## src/rtl/skew_pkg.sv

```systemverilog
package skew_pkg;
   typedef enum logic [0:0] {
      ST_IDLE  = 1'b0,
      ST_ARMED = 1'b1
   } meter_state_t;

   function automatic int max_i(input int a, input int b);
      return (a > b) ? a : b;
   endfunction
endpackage

```

## src/rtl/skew_edge_find.sv

```systemverilog
module skew_edge_find #(
   parameter int WORD_W = 20,
   localparam int IDX_W = (WORD_W > 1) ? $clog2(WORD_W) : 1
) (
   input  logic [WORD_W-1:0] word,
   input  logic              prev_bit,
   output logic              hit,
   output logic [IDX_W-1:0]  idx
);
   logic [WORD_W-1:0] rise;

   initial begin
      assert (WORD_W >= 2) else $error("WORD_W must be at least 2");
   end

   genvar g;
   generate
      for (g = 0; g < WORD_W; g++) begin : g_rise
         if (g == 0) begin : g_first
            assign rise[g] = word[g] & ~prev_bit;
         end else begin : g_rest
            assign rise[g] = word[g] & ~word[g-1];
         end
      end
   endgenerate

   always_comb begin
      hit = 1'b0;
      idx = '0;
      for (int i = WORD_W - 1; i >= 0; i--) begin
         if (rise[i]) begin
            hit = 1'b1;
            idx = IDX_W'(i);
         end
      end
   end
endmodule

```

## src/rtl/skew_lane.sv

```systemverilog
module skew_lane #(
   parameter int WORD_W = 20,
   parameter int CNT_W  = 16,
   localparam int IDX_W = (WORD_W > 1) ? $clog2(WORD_W) : 1,
   localparam int TS_W  = CNT_W + IDX_W
) (
   input  logic              clk,
   input  logic              rst_n,
   input  logic [WORD_W-1:0] word,
   input  logic [CNT_W-1:0]  cnt,
   input  logic              enable,
   input  logic              restart,
   output logic              hit_now,
   output logic [TS_W-1:0]   ts_now,
   output logic              got,
   output logic [TS_W-1:0]   ts_held
);
   logic             prev_bit;
   logic [IDX_W-1:0] idx;

   skew_edge_find #(.WORD_W(WORD_W)) u_find (
      .word(word), .prev_bit(prev_bit), .hit(hit_now), .idx(idx)
   );

   assign ts_now = TS_W'(cnt) * TS_W'(WORD_W) + TS_W'(idx);

   always_ff @(posedge clk) begin
      if (!rst_n) begin
         prev_bit <= 1'b0;
         got      <= 1'b0;
         ts_held  <= '0;
      end else begin
         prev_bit <= word[WORD_W-1];
         if (restart) begin
            got <= 1'b0;
         end else if (enable && hit_now && !got) begin
            got     <= 1'b1;
            ts_held <= ts_now;
         end
      end
   end

   // a reported edge always points at a high sample
   a_r2_hit_high: assert property (@(posedge clk) disable iff (!rst_n)
      hit_now |-> word[idx]);
   // a captured stamp is kept until restart
   a_r4_keep_first: assert property (@(posedge clk) disable iff (!rst_n)
      (got && !restart) |=> (got && $stable(ts_held)));
endmodule

```

## src/rtl/skew_ctrl.sv

```systemverilog
module skew_ctrl
   import skew_pkg::*;
#(
   parameter int CNT_W = 16
) (
   input  logic             clk,
   input  logic             rst_n,
   input  logic             arm,
   input  logic             clear,
   input  logic             both,
   input  logic [CNT_W-1:0] tmo_words,
   output logic             armed,
   output logic             finish,
   output logic [CNT_W-1:0] cnt,
   output logic             result_valid,
   output logic             timeout
);
   meter_state_t     state;
   logic [CNT_W-1:0] cnt_nx;

   initial begin
      assert (CNT_W >= 2) else $error("CNT_W must be at least 2");
   end

   assign armed  = (state == ST_ARMED);
   assign cnt_nx = cnt + 1'b1;
   assign finish = armed && both && !arm && !clear;

   always_ff @(posedge clk) begin
      if (!rst_n) begin
         state        <= ST_IDLE;
         cnt          <= '0;
         result_valid <= 1'b0;
         timeout      <= 1'b0;
      end else begin
         result_valid <= 1'b0;
         timeout      <= 1'b0;
         if (clear) begin
            state <= ST_IDLE;
         end else if (arm) begin
            state <= ST_ARMED;
            cnt   <= '0;
         end else if (armed) begin
            cnt <= cnt_nx;
            if (both) begin
               state        <= ST_IDLE;
               result_valid <= 1'b1;
            end else if (cnt_nx == tmo_words) begin
               state   <= ST_IDLE;
               timeout <= 1'b1;
            end
         end
      end
   end

   // the word counter steps by one per armed word
   a_r3_cnt_step: assert property (@(posedge clk) disable iff (!rst_n)
      (armed && !arm && !clear) |=> (cnt == $past(cnt_nx)));
   // the result strobe lasts one cycle and leaves the block idle
   a_r5_single_pulse: assert property (@(posedge clk) disable iff (!rst_n)
      result_valid |=> !result_valid);
   a_r5_idle_on_valid: assert property (@(posedge clk) disable iff (!rst_n)
      result_valid |-> !armed);
   // timeout and result are exclusive, timeout is one cycle
   a_r7_exclusive: assert property (@(posedge clk) disable iff (!rst_n)
      !(result_valid && timeout));
   a_r7_single_pulse: assert property (@(posedge clk) disable iff (!rst_n)
      timeout |=> !timeout);
   // clear always ends in idle without a strobe
   a_r8_clear_idle: assert property (@(posedge clk) disable iff (!rst_n)
      clear |=> (!armed && !result_valid && !timeout));
endmodule

```

## src/rtl/skew_meter.sv

```systemverilog
module skew_meter
   import skew_pkg::*;
#(
   parameter int WORD_W = 20,
   parameter int CNT_W  = 16,
   parameter int OFS_W  = 12,
   localparam int IDX_W  = (WORD_W > 1) ? $clog2(WORD_W) : 1,
   localparam int TS_W   = CNT_W + IDX_W,
   localparam int DIFF_W = max_i(TS_W, OFS_W) + 2
) (
   input  logic                     clk,
   input  logic                     rst_n,
   input  logic                     arm,
   input  logic                     clear,
   input  logic signed [OFS_W-1:0]  lat_offset,
   input  logic [CNT_W-1:0]         tmo_words,
   input  logic [WORD_W-1:0]        word_a,
   input  logic [WORD_W-1:0]        word_b,
   output logic                     busy,
   output logic                     result_valid,
   output logic signed [DIFF_W-1:0] result,
   output logic                     timeout
);
   localparam int LANES = 2;

   initial begin
      assert (OFS_W >= 2) else $error("OFS_W must be at least 2");
   end

   logic [WORD_W-1:0] lane_word [LANES];
   logic [LANES-1:0]  hit_now, got, avail;
   logic [TS_W-1:0]   ts_now [LANES];
   logic [TS_W-1:0]   ts_held [LANES];
   logic [TS_W-1:0]   ts_eff [LANES];
   logic              armed, finish, both;
   logic [CNT_W-1:0]  cnt;
   logic signed [DIFF_W-1:0] diff_now;

   assign lane_word[0] = word_a;
   assign lane_word[1] = word_b;

   genvar g;
   generate
      for (g = 0; g < LANES; g++) begin : g_lane
         skew_lane #(.WORD_W(WORD_W), .CNT_W(CNT_W)) u_lane (
            .clk(clk), .rst_n(rst_n), .word(lane_word[g]), .cnt(cnt),
            .enable(armed), .restart(arm | clear),
            .hit_now(hit_now[g]), .ts_now(ts_now[g]),
            .got(got[g]), .ts_held(ts_held[g])
         );
         assign avail[g]  = got[g] | (hit_now[g] & armed);
         assign ts_eff[g] = got[g] ? ts_held[g] : ts_now[g];
      end
   endgenerate

   assign both = &avail;

   skew_ctrl #(.CNT_W(CNT_W)) u_ctrl (
      .clk(clk), .rst_n(rst_n), .arm(arm), .clear(clear), .both(both),
      .tmo_words(tmo_words), .armed(armed), .finish(finish), .cnt(cnt),
      .result_valid(result_valid), .timeout(timeout)
   );

   assign busy = armed;

   assign diff_now = $signed({2'b00, ts_eff[1]}) - $signed({2'b00, ts_eff[0]})
                   - DIFF_W'(lat_offset);

   always_ff @(posedge clk) begin
      if (!rst_n) begin
         result <= '0;
      end else if (finish) begin
         result <= diff_now;
      end
   end

   // result changes only together with a strobe
   a_r5_result_stable: assert property (@(posedge clk) disable iff (!rst_n)
      !result_valid |-> $stable(result) || $past(!rst_n));
endmodule

```

## config.mk

```make
export PLATFORM = sky130hd
export DESIGN_NAME = skew_meter
export DESIGN_NICKNAME = d
export VERILOG_FILES = /design/src/rtl/skew_pkg.sv /design/src/rtl/skew_edge_find.sv /design/src/rtl/skew_lane.sv /design/src/rtl/skew_ctrl.sv /design/src/rtl/skew_meter.sv
export SDC_FILE = /design/constraint.sdc
export NUM_CORES = 1
export LEC_CHECK = 0
export CAP_MARGIN = 20
export CELL_PAD_IN_SITES_DETAIL_PLACEMENT = 1
export CELL_PAD_IN_SITES_GLOBAL_PLACEMENT = 1
export CORE_ASPECT_RATIO = 0.75
export CORE_MARGIN = 1
export CORE_UTILIZATION = 50
export CTS_BUF_LIST = sky130_fd_sc_hd__clkbuf_4 sky130_fd_sc_hd__clkbuf_8
export CTS_CLUSTER_DIAMETER = 150
export CTS_CLUSTER_SIZE = 30
export DETAILED_ROUTE_END_ITERATION = 8
export DONT_BUFFER_PORTS = 1
export GPL_TIMING_DRIVEN = 0
export HOLD_SLACK_MARGIN = 0.06
export PLACE_DENSITY_LB_ADDON = 0.1
export SKIP_LAST_GASP = 1
export SYNTH_ARGS = -nofsm -noshare
export SYNTH_HDL_FRONTEND = slang
export SYNTH_SLANG_ARGS = --single-unit
```

## constraint.sdc

```tcl
create_clock -name clk -period 7.07 [get_ports clk]
set_clock_uncertainty 0.1 [all_clocks]
set_input_delay 0.707 -clock clk [delete_from_list [all_inputs] [get_ports clk]]
set_output_delay 0.707 -clock clk [all_outputs]
set_load 0.01 [all_outputs]
```

## After elaboration in Yosys (flattened, before gate mapping)

Cells that the tools add are included.

- Eq/ne operators: 1
- Divide/modulo/power cells: 0
- Shift-type cells: 0
- $mul: 1
- Reductions and logical operators: 20
- Magnitude comparators: 0
- $add $sub $neg: 5
- Bitwise operators: 89
- Multiplexer cells: 90

Operators by type and width:

| cell | number |
|---|---|
| 5-bit 2-to-1 mux | 40 |
| 1-bit 2-to-1 mux | 46 |
| 1-bit NOT | 44 |
| 21-bit by 5-bit adder with 21-bit output | 2 |
| 1-bit bitwise AND | 42 |
| 21-bit 2-to-1 mux | 2 |
| 16-bit 2-to-1 mux | 2 |
| 22-bit by 12-bit subtractor with 23-bit output | 1 |
| 21-bit by 21-bit subtractor with 22-bit output | 1 |
| 16-bit by 3-bit multiplier with 19-bit output (second input constant) | 1 |
| 16-bit by 1-bit adder with 16-bit output (second input constant) | 1 |
| 16-bit equality test | 1 |
| 2-bit AND reduction | 4 |
| 1-bit logical AND | 7 |
| 5-bit OR reduction | 1 |
| 1-bit zero test | 4 |
| 2-bit OR reduction | 2 |
| 4-bit OR reduction | 1 |
| 1-bit OR | 3 |
| 2-bit nonzero test | 1 |

- Bits of input ports: 72
- Memory bits (read-only): 0
- Flip-flop bits (word level): 88
- Output and inout bits: 26
- Logic and storage cells: 217
- Memories kept: 0
- RAM bits: 0
- Latch bits: 0

## Depth between registers and ports, before layout

- Depth in word-level cells: 28
- Mapped depth: 29
- Gate-level depth less buffers: 29

## Modules after synthesis

Synthesis repeated with hierarchy kept, for this count alone.

- Cell total of the unflattened synthesis: 1297
- Area total of the unflattened synthesis: 10286.1 sq um

By module, submodules not included:

| module | times used | area an instance (sq um) | seq. area each (sq um) | cells each |
|---|---|---|---|---|
| skew_lane | 2 | 2334.7 | 460.4 | 284 |
| skew_meter | 1 | 3387.0 | 460.4 | 426 |
| skew_ctrl | 1 | 1368.8 | 380.4 | 169 |
| skew_edge_find | 2 | 430.4 | 0.0 | 67 |

## Worst setup path after synthesis

Ideal clock, no wire load.

- Kind: in2reg
- Start point: input port word_b[3]
- End point: register result[22]
- Stages on the path: 27
- Library setup time: 59 ps
- Data arrival time: 6369 ps
- Buffers on the path: 0
- Slack: 542 ps
- Required time: 6911 ps
- Cells stage by stage: or2_2 > o31a_1 > a21oi_1 > nand2b_1 > inv_1 > ha_1 > a21o_1 > a21oi_1 > nor2_1 > xnor2_1 > mux2_2 > ha_1 > o21a_1 > o21a_1 > o21ai_0 > a21oi_1 > o2111ai_1 > a21oi_1 > nor4_1 > a311o_1 > ha_1 > a21oi_1 > o21ai_0 > and3_1 > a2111o_1 > a2111oi_0 > o221a_2

- Longest elaborated chain between the ends: 13
- Elaborated cells on any way between the ends: 23
- Those cells by class: add/sub: 3; mux: 11; bitwise: 5; reduce/logical: 4

RTL lines:

| element | line | RTL |
|---|---|---|
| start, declared | skew_meter.sv:18 | `input logic [WORD_W-1:0] word_b,` |
| branches (longest 13 deep; another with 22-bit by 12-bit subtractor with 23-bit output) | - |  |
| end signal, assigned | skew_meter.sv:73 | `result <= diff_now;` |
| end, declared | skew_meter.sv:21 | `output logic signed [DIFF_W-1:0] result,` |

Parallel ways; which one is timed is not known.
A chain may end at the register's enable or synchronous reset.

## Final worst setup path

- Start point: register u_ctrl.cnt[1]
- End point: register result[22]

- Longest elaborated chain between the ends: 5
- Elaborated cells on any way between the ends: 7
- Those cells by class: add/sub: 4; mul: 1; mux: 2

RTL lines:

| element | line | RTL |
|---|---|---|
| start, declared | skew_ctrl.sv:14 | `output logic [CNT_W-1:0] cnt,` |
| start signal, assigned | skew_ctrl.sv:44 | `cnt <= cnt_nx;` |
| 16-bit by 3-bit multiplier with 19-bit output * | skew_lane.sv:25 | `assign ts_now = TS_W'(cnt) * TS_W'(WORD_W) + TS_W'(idx);` |
| 21-bit by 5-bit adder with 21-bit output | skew_lane.sv:25 |  |
| 21-bit 2-to-1 mux | skew_meter.sv:52 | `assign ts_eff[g] = got[g] ? ts_held[g] : ts_now[g];` |
| 21-bit by 21-bit subtractor with 22-bit output * | skew_meter.sv:66 | `assign diff_now = $signed({2'b00, ts_eff[1]}) - $signed({2'b00, ts_eff[0]})` |
| 22-bit by 12-bit subtractor with 23-bit output * | skew_meter.sv:67 | `- DIFF_W'(lat_offset);` |

Every way passes the cells marked *; elsewhere a longest branch is shown, timed or not.

==> results.yml <==
clock_tree:
  numCtsBuffers: 9
  cts_tree: "done"
  cts_buffer_depth: 2
  postCtsHoldBufs: 0
  insertion_delay_ns: 0.40
  cts.clk_slew.worst_paths_ns: 0.11
  cts.sinks: 88
  cts-htree-levels: 3
  root_buffer: "clkbuf_8"
placement:
  hpwl_um: 21000
  io_buffers: 0
  pre_cts_slack_ns: -0.366
  gp_congestion: 0.872
yosys:
  syn_inst: 1129
  synth-compound-area-share_pct: 26.7
  netlist.area_leader.share_pct: 20.3
  yosys_warnings: 0
  synth_top_area_cell: "dfxtp_1"
  synthMuxAreaShare_pct: 6.19
  synth_cell_types: 82
  synthAdderAreaFrac_pct: 12.4
  syn_area_mm2: 0.00867
  synth_top_cells_by_area: "dfxtp_1 20%, ha_1 11%, xnor2_1 6.2%"
  synth-edff-count: 0
  ys_seq_area_share_pct: 20.3
  synth_top_family_by_area: "compound AO/OA/AOI/OAI gates"
  synth-simple-area-share_pct: 21.5
  synth_ff_type: "dfxtp_1"
  async_flop_share_pct: 0
  ys_ff_latch: 88
  synth_nets: 1284
  synth-xor-area-share_pct: 8.89
  avgSynthCellArea_um2: 7.68
final_layout:
  layout-drive-gt1-share_pct: 7.72
  area_growth_syn_to_layout_pct: 8.18
  n_antenna_cell: 0
  finalNetCount: 1303
detailed_routing:
  vias: 8647
  drc: 0
  wl_per_cell_um: 19.9
  finalWirelength_um: 27300
  detail-route-antenna-nets: 0
  drtIter0Drc: 447
  firstDrtPassIters: 5
  vias_per_cell: 6.32
worst_setup_path:
  reg2reg_from: "u_ctrl.cnt[1]"
  slowest_delay_ns: 0.55
  worstPathCellList: "ha_1 -> ha_1 -> inv_1 -> fa_1 -> nand2b_2 -> a2111oi_4 -> a211oi_4 -> buf_4 -> or4_1 -> and4bb_2 -> xor2_1 -> mux2i_1 -> ha_1 -> inv_1 -> a21oi_2 -> nor4_1 -> a311o_1 -> ha_1 -> a21oi_1 -> o21ai_1 -> and3_1 -> a2111o_1 -> a2111oi_1 -> o221a_2"
  crit_type: "flip-flop to flip-flop"
  endpoint_kind: "flip-flop"
  cpMostUsedCell: "ha_1"
  reg2reg_to: "result[22]"
  slowest_stage: "or4_1"
  crit_fanout: 8
  cp_data_arrival_time_ns: 7.15
  crit_required_ns: 7.32
  r2r_cells: 24
  critPathLaunchType: "flip-flop"
  r2r_slack_ns: 0.17
floorplanning:
  core_area_mm2: 0.0169
  die_width_um: 154
  pin_count: 98
  rows: 41
  die_h_um: 116
  start_util_pct: 51.4
  dieArea_mm2: 0.0179
sta:
  whs_ns: 0.262
  worst_slack_ns: 0.172
  drv_slew: 0
  period_minus_slack_ns: 6.90
  setup_viol: 0
  timing.final.crit_share_pct: 97.6
  maxSlewHeadroom_pct: 32.1
  finalHoldViolCount: 0
  max_freq_mhz: 145
  worstMarginPinSlew_ns: 1.02
min_path:
  min-delay-start: "clear"
  hold_path_class: "input port to flip-flop"
  worstHoldEndpoint: "u_ctrl.armed"
  whs_path_depth: 1
pwr:
  power_density_mw_per_mm2: 157
  p_leak_nw: 3.98
  ir_drop_v: 0.0000948
global_routing:
  grt_start_max_net_pins: 15
  first_global_vias: 8412
  grt_pass1_wl_um: 42300
  grt_overflow_total: 0
  antenna_found_initial: 1
  grt_usage_pct: 29.9
run_status:
  status: "completed"
flow_run:
  drv_cap: 0
[sequential cells by signal, indices dropped and copies added (netlist names)]
| register | count |
|---|---|
| u_ctrl.armed | 1 |
| u_ctrl.timeout | 1 |
| g_lane.u_lane.prev_bit | 2 |
| u_ctrl.result_valid | 1 |
| g_lane.u_lane.ts_held | 42 |
| g_lane.u_lane.got | 2 |
| result | 23 |
| u_ctrl.cnt | 16 |
[repair_timing]
item | CTS | global route
gates resized for setup | 5 | 26
endpoints found under the setup margin | 1 | 5
pin swaps | 0 | 4
cloned | 0 | 0
buffers inserted | 0 | 8
[metrics by stage]
step | cell area (um^2) | power (mW) | cells | utilization (%) | TNS [ns]
floorplan | 8670 | 0.925 | 1129 | - | 0
global placement | 8940 | 1.02 | 1344 | 53.0 | -0.237
detailed placement | 8940 | 1.04 | 1344 | 53.0 | -0.441
CTS | 9190 | 1.47 | 1360 | 54.5 | 0
global route | 9380 | 1.56 | 1368 | 55.6 | -0.102
finish | 9380 | 1.48 | 1368 | 55.6 | 0
[synth_stat cells (all sizes together) (23+ instances only)]
master,count
ha,78
o21ai,94
nand3,28
inv,59
nand2,98
xnor2,61
clkbuf,23
dfxtp,88
mux2i,39
nor2,119
xor2,27
a21oi,68
[how the worst max path moves through the flow]
stage                  start    endpoint  slack [ns]  depth (start not counted)
6_report       u_ctrl.cnt[1]  result[22]        0.17                         24
5_1_grt        u_ctrl.cnt[1]  result[22]       -0.10                         26
3_5_place_dp       word_b[3]  result[22]       -0.37                         27
4_1_cts        u_ctrl.cnt[3]  result[22]      0.0005                         24
2_1_floorplan      word_b[3]  result[22]        0.54                         27
3_3_place_gp       word_b[3]  result[22]       -0.24                         27
[layout by cell type, fill, tap and decap left out, types with 11 or more instances in the layout]
cell type	n
o31ai_1	13
inv_1	58
a21oi_1	60
dfxtp_1	86
clkbuf_8	11
clkbuf_1	23
nor2_1	117
nand4_1	12
mux2_2	13
nand3_1	28
o21ai_0	89
nand2b_1	20
ha_1	78
o21a_1	17
nand2_1	98
a31oi_1	16
and2_1	17
a21o_1	20
nor3_1	22
o211ai_1	11
xor2_1	24
nor2b_1	21
xnor2_1	60
mux2i_1	39
[routing by layer]
metal | up-vias | part of all wire [%] | GRT usage (%)
met3 | 29 | 5.7 | 4.71
li1 | 4166 | - | -
met1 | 4249 | 48 | 41.2
met4 | 0 | 1.4 | 7.27
met2 | 203 | 45 | 49.2
met5 | - | 0 | 0
[final cells by class]
cell class / instances / area, um^2
clock buffer: 11 / 151
sequential: 88 / 1760
buffer: 32 / 126
multi-input combinational: 950 / 6710
tap: 215 / 269
inverter: 59 / 221
timing repair buffer: 8 / 60.1
fill: 2155 / 7500
clock inverter: 5 / 78.8
[power by group]
part           internal (mW)  switching (mW)  leakage (nW)  total [mW]
combinational          0.227           0.316          3.15       0.544
sequential             0.499         0.00255         0.711       0.501
clock                  0.218           0.213         0.119       0.431
[logic make-up after synthesis]
logic type / Yosys count
AND/OR/NAND/NOR: 386
AO/OA/AOI/OAI: 341
buffers and inverters: 91
XOR/XNOR: 88
flip-flops: 88
adder cells (fa/ha/maj): 83
multiplexers: 52
[critical path, delay by kind of cell (launching register included)]
| family | cells | cell delay [ns] |
|---|---|---|
| compound gates | 9 | 2.47 |
| buf+inv | 3 | 0.33 |
| mux | 1 | 0.15 |
| flops | 1 | 0.42 |
| fa+ha+maj | 5 | 1.67 |
| simple gates | 5 | 1.44 |
| xor+xnor | 1 | 0.26 |
Note: power is estimated with default switching activity, not from simulation.
